$ cat config.mk
export PLATFORM = sky130hd
export DESIGN_NAME = rst_cause_tracker
export DESIGN_NICKNAME = d
export VERILOG_FILES = /design/src/rtl/rct_pkg.sv /design/src/rtl/rct_src_arbiter.sv /design/src/rtl/rct_flag_next.sv /design/src/rtl/rct_low_bits.sv /design/src/rtl/rst_cause_tracker.sv
export SDC_FILE = /design/constraint.sdc
export NUM_CORES = 1
export LEC_CHECK = 0
export ABC_AREA = 1
export BUFFER_PORTS_ARGS = -buffer_cell sky130_fd_sc_hd__buf_2
export CAP_MARGIN = 10
export CORE_AREA = 5 5 42 44
export CTS_CLUSTER_SIZE = 25
export DETAILED_ROUTE_END_ITERATION = 8
export DIE_AREA = 0 0 47 49
export GPL_TIMING_DRIVEN = 0
export MAX_ROUTING_LAYER = met4
export PLACE_DENSITY = 0.41
export SYNTH_ARGS = -nofsm -noshare
export SYNTH_HDL_FRONTEND = slang
export SYNTH_SLANG_ARGS = --single-unit
$ cat constraint.sdc
create_clock -name clk -period 1.9 [get_ports clk]
set_input_delay 0.57 -clock clk [delete_from_list [all_inputs] [get_ports clk]]
set_output_delay 0.57 -clock clk [all_outputs]
set_load 0.01 [all_outputs]
$ cat src/rtl/rct_pkg.sv
package rct_pkg;
   // Reset source after priority selection; larger value = higher priority
   typedef enum logic [1:0] {
      SRC_NONE = 2'd0,
      SRC_WDT  = 2'd1,
      SRC_MCLR = 2'd2,
      SRC_POR  = 2'd3
   } rst_src_e;

   typedef struct packed {
      logic timeout;
      logic powerdown;
   } cause_flags_t;

   localparam cause_flags_t FLAGS_BOTH_SET = '{timeout: 1'b1, powerdown: 1'b1};
   localparam cause_flags_t FLAGS_ASLEEP   = '{timeout: 1'b1, powerdown: 1'b0};
   localparam cause_flags_t FLAGS_WDT_RUN  = '{timeout: 1'b0, powerdown: 1'b1};
   localparam cause_flags_t FLAGS_CLEARED  = '{timeout: 1'b0, powerdown: 1'b0};
endpackage

$ cat src/rtl/rct_src_arbiter.sv
module rct_src_arbiter
   import rct_pkg::*;
(
   input  logic     por_i,
   input  logic     mclr_i,
   input  logic     wdt_i,
   output rst_src_e src_o
);
   always_comb begin
      if (por_i)       src_o = SRC_POR;
      else if (mclr_i) src_o = SRC_MCLR;
      else if (wdt_i)  src_o = SRC_WDT;
      else             src_o = SRC_NONE;
   end
endmodule

$ cat src/rtl/rct_flag_next.sv
module rct_flag_next
   import rct_pkg::*;
#(
   parameter int SLEEP_WINS = 1
) (
   input  rst_src_e     src_i,
   input  logic         asleep_i,
   input  logic         clrwdt_i,
   input  logic         sleep_i,
   input  cause_flags_t cur_i,
   output cause_flags_t nxt_o
);
   cause_flags_t strobe_nxt;

   generate
      if (SLEEP_WINS != 0) begin : g_sleep_first
         always_comb begin
            if (sleep_i)       strobe_nxt = FLAGS_ASLEEP;
            else if (clrwdt_i) strobe_nxt = FLAGS_BOTH_SET;
            else               strobe_nxt = cur_i;
         end
      end else begin : g_clrwdt_first
         always_comb begin
            if (clrwdt_i)     strobe_nxt = FLAGS_BOTH_SET;
            else if (sleep_i) strobe_nxt = FLAGS_ASLEEP;
            else              strobe_nxt = cur_i;
         end
      end
   endgenerate

   always_comb begin
      unique case (src_i)
         SRC_POR:  nxt_o = FLAGS_BOTH_SET;
         SRC_MCLR: nxt_o = asleep_i ? FLAGS_ASLEEP  : cur_i;
         SRC_WDT:  nxt_o = asleep_i ? FLAGS_CLEARED : FLAGS_WDT_RUN;
         default:  nxt_o = strobe_nxt;
      endcase
   end
endmodule

$ cat src/rtl/rct_low_bits.sv
module rct_low_bits
   import rct_pkg::*;
#(
   parameter int POR_BIT0_VAL = 0
) (
   input  logic     clk,
   input  rst_src_e src_i,
   output logic     bit1_o,
   output logic     bit0_o
);
   localparam logic POR_B0 = (POR_BIT0_VAL != 0);

   always_ff @(posedge clk) begin
      unique case (src_i)
         SRC_POR: begin
            bit1_o <= 1'b0;
            bit0_o <= POR_B0;
         end
         SRC_MCLR, SRC_WDT: begin
            bit1_o <= 1'b1;
            bit0_o <= 1'b1;
         end
         default: begin
            bit1_o <= bit1_o;
            bit0_o <= bit0_o;
         end
      endcase
   end
endmodule

$ cat src/rtl/rst_cause_tracker.sv
module rst_cause_tracker
   import rct_pkg::*;
#(
   parameter int POR_BIT0_VAL = 0,
   parameter int SLEEP_WINS   = 1
) (
   input  logic clk,
   input  logic por_pulse,
   input  logic mclr_pulse,
   input  logic wdt_pulse,
   input  logic sleep_active,
   input  logic clrwdt_stb,
   input  logic sleep_stb,
   output logic flag_timeout,
   output logic flag_powerdown,
   output logic stat_bit1,
   output logic stat_bit0
);
   generate
      if (POR_BIT0_VAL < 0 || POR_BIT0_VAL > 1) begin : g_bad_b0
         $error("POR_BIT0_VAL must be 0 or 1");
      end
      if (SLEEP_WINS < 0 || SLEEP_WINS > 1) begin : g_bad_order
         $error("SLEEP_WINS must be 0 or 1");
      end
   endgenerate

   rst_src_e     src;
   cause_flags_t flags_q;
   cause_flags_t flags_d;

   rct_src_arbiter u_arb (
      .por_i  (por_pulse),
      .mclr_i (mclr_pulse),
      .wdt_i  (wdt_pulse),
      .src_o  (src)
   );

   rct_flag_next #(.SLEEP_WINS(SLEEP_WINS)) u_next (
      .src_i    (src),
      .asleep_i (sleep_active),
      .clrwdt_i (clrwdt_stb),
      .sleep_i  (sleep_stb),
      .cur_i    (flags_q),
      .nxt_o    (flags_d)
   );

   always_ff @(posedge clk) begin
      flags_q <= flags_d;
   end

   rct_low_bits #(.POR_BIT0_VAL(POR_BIT0_VAL)) u_low (
      .clk    (clk),
      .src_i  (src),
      .bit1_o (stat_bit1),
      .bit0_o (stat_bit0)
   );

   assign flag_timeout   = flags_q.timeout;
   assign flag_powerdown = flags_q.powerdown;
endmodule

==> results.yml <==
run_status:
  status: "finished, final reports clean"
worst_hold_path:
  min_path_type: "in -> reg"
die:
  coreArea_mm2: 0.00140
  initial_core_util_pct: 16.0
  ios: 11
  dieWidth_um: 47
  die_area_mm2: 0.00230
  fp.dieH_um: 49
  rows: 14
setup_path:
  start_kind: "primary input"
  path_class: "in -> reg"
  critPathMaxStageDelay_ns: 0.23
  arrival_ns: 1.53
  crit_path_max_fanout: 3
  worstPathRequired_ns: 1.90
  critPathSlowestCell: "a21oi_1"
  cp-end-kind: "register"
  cpMostUsedCell: "inv_1"
  path_cells: "buf_2 > inv_1 > a21oi_1 > inv_1 > ha_1 > inv_1 > nand3_1 > nand2_1 > inv_1"
clock_network:
  hold_buffers: 0
  cts_resized: 0
  numCtsBuffers: 3
  post_cts_buffers: 0
  root_buffer: "clkbuf_4"
  path_clk_slew_ns: 0.04
  cts_tree: "done"
  ctsHtreeMaxLevel: 1
  cts_buffer_depth: 2
  clock-sinks: 3
logic_synthesis:
  yosysWarnings: 0
  yosysUniqueCellTypes: 10
  syn_inst: 26
  syn_avg_cell_area_um2: 8.61
  yosysSeqAreaShare_pct: 40.2
  syn_area_um2: 224
  ys_ff_latch: 3
  syn-num-nets: 37
detailed_routing:
  num_vias: 195
  drc_errors: 0
  dr.first_iter.drc_count: 0
  totalWireLength_um: 422
  drtAntennaViolNets: 0
  routed_via_density: 3.48
  wl_per_cell_um: 7.54
  first_pass_iters: 1
global_route:
  grt_max_degree: 5
  antenna_found_initial: 0
  first_global_vias: 178
  grt_overflow: 0
  grt_pass1_wl_um: 607
  grt_use_total_pct: 4.41
pwr:
  leakagePower_nw: 0.169
  max-vdd-ir-drop_v: 0.000169
  p_per_area_mw_per_mm2: 761
  p_clk_share_pct: 45.8
  combinationalPowerShare_pct: 19.1
  internal-power_uw: 184
  pwr-share-seq_pct: 35.2
  swShare_pct: 24.3
  switchingPower_uw: 59.3
  power.total_uw: 244
final_layout:
  nFillCells: 173
  fin_area_um2: 320
  drive_gt1_share_pct: 37.5
  syn_to_final_growth_pct: 43.0
  sequential_cell_area_um2: 90.1
  antenna_cells: 0
  multi_input_area_um2: 96.3
  nets: 52
timing:
  setup_tns_ns: 0
  max_freq_mhz: 651
  worst_pin_slew_ns: 0.268
  maxSlewHeadroom_pct: 82.1
  drv_slew: 0
  min_period_ns: 1.54
  finalHoldViolCount: 0
  fin_crit_sh_pct: 80.9
  finalSetupViolCount: 0
  grt_setup_unrepaired: "no"
place:
  place_congestion: 0.713
  hpwl_um: 359
  postPlaceCellArea_um2: 294
  port-buffer-count: 10
job:
  max_cap_viol_count: 0
-- state kept, by name, summed over array words and instances (netlist names) --
register        flops
flag_powerdown      1
flag_timeout        1
u_low.bit0_o        1
-- Yosys cell counts --
library cell  number  area, um2
a21boi_0           1       7.51
a21oi_1            1       5.00
buf_4              1       7.51
edfxtp_1           3       90.1
ha_1               4       50.1
inv_1              8       30.0
nand2_1            4       15.0
nand3_1            1       5.00
nor2_1             2       7.51
nor2_2             1       6.26
-- power by group through the flow --
stage               registers [mW]  logic, mW  clock network (mW)
global placement            0.0867     0.0473                   0
floorplan                   0.0926     0.0210                   0
finish                      0.0858     0.0465               0.112
CTS                         0.0859     0.0479               0.121
global route                0.0867     0.0526               0.119
detailed placement          0.0869     0.0478                   0
-- routing by layer --
layer / up-vias / routed length [um] / GRT usage (%)
met5: - / 0 / -
met4: 0 / 19 / 9.68
met3: 2 / 56 / 0
met2: 12 / 174 / 4.07
met1: 77 / 171 / 4.86
li1: 104 / - / -
-- layout make-up --
type	count	share of cell area [%]
clock buffers	4	8.20
plain buffers	1	2.34
flip-flops and latches	3	28.1
well taps	16	6.25
repair buffers	10	15.6
inverters	8	9.38
multi-input cells	14	30.1
-- metrics by stage --
stage	hold slack, ns	util, %	setup WS [ns]	instances
2_1_floorplan	0.869	-	0.360	26
3_3_place_gp	0.979	21.0	0.133	52
3_5_place_dp	0.977	21.0	0.0969	52
4_1_cts	0.724	22.9	0.344	56
5_1_grt	0.757	22.9	0.208	56
6_report	0.732	22.9	0.363	56
-- worst paths after layout --
kind             end  slack, ns         start  cells past startpoint
max     flag_timeout       0.36    mclr_pulse                      9
min   flag_powerdown       0.73  sleep_active                      4
-- worst max-delay path: cells and delay by family --
kind	cells	cell delay, ns
AOI/OAI and AO/OA	1	0.23
adders and majority gates	1	0.22
buffers and inverters	5	0.36
and+or+nand+nor	2	0.15
-- layout by cell type (no fill, tap or decap) --
cell type / netlist / final
buf_2: 0 / 10
inv_1: 8 / 8
a21oi_1: 1 / 1
buf_4: 1 / 1
edfxtp_1: 3 / 3
a21boi_0: 1 / 1
clkbuf_1: 0 / 1
clkbuf_4: 0 / 3
nand2_1: 4 / 4
nor2_2: 1 / 1
nand3_1: 1 / 1
ha_1: 4 / 4
nor2_1: 2 / 2
-- cell families (layout without fill, tap and decap cells) --
family          after synthesis  after routing  share of synthesized area, %
fa+ha+maj                     4              4                          22.3
buf+inv                       9             23                          16.8
compound gates                2              2                          5.59
flops                         3              3                          40.2
simple gates                  8              8                          15.1
Power figures use the tool's default switching activity.
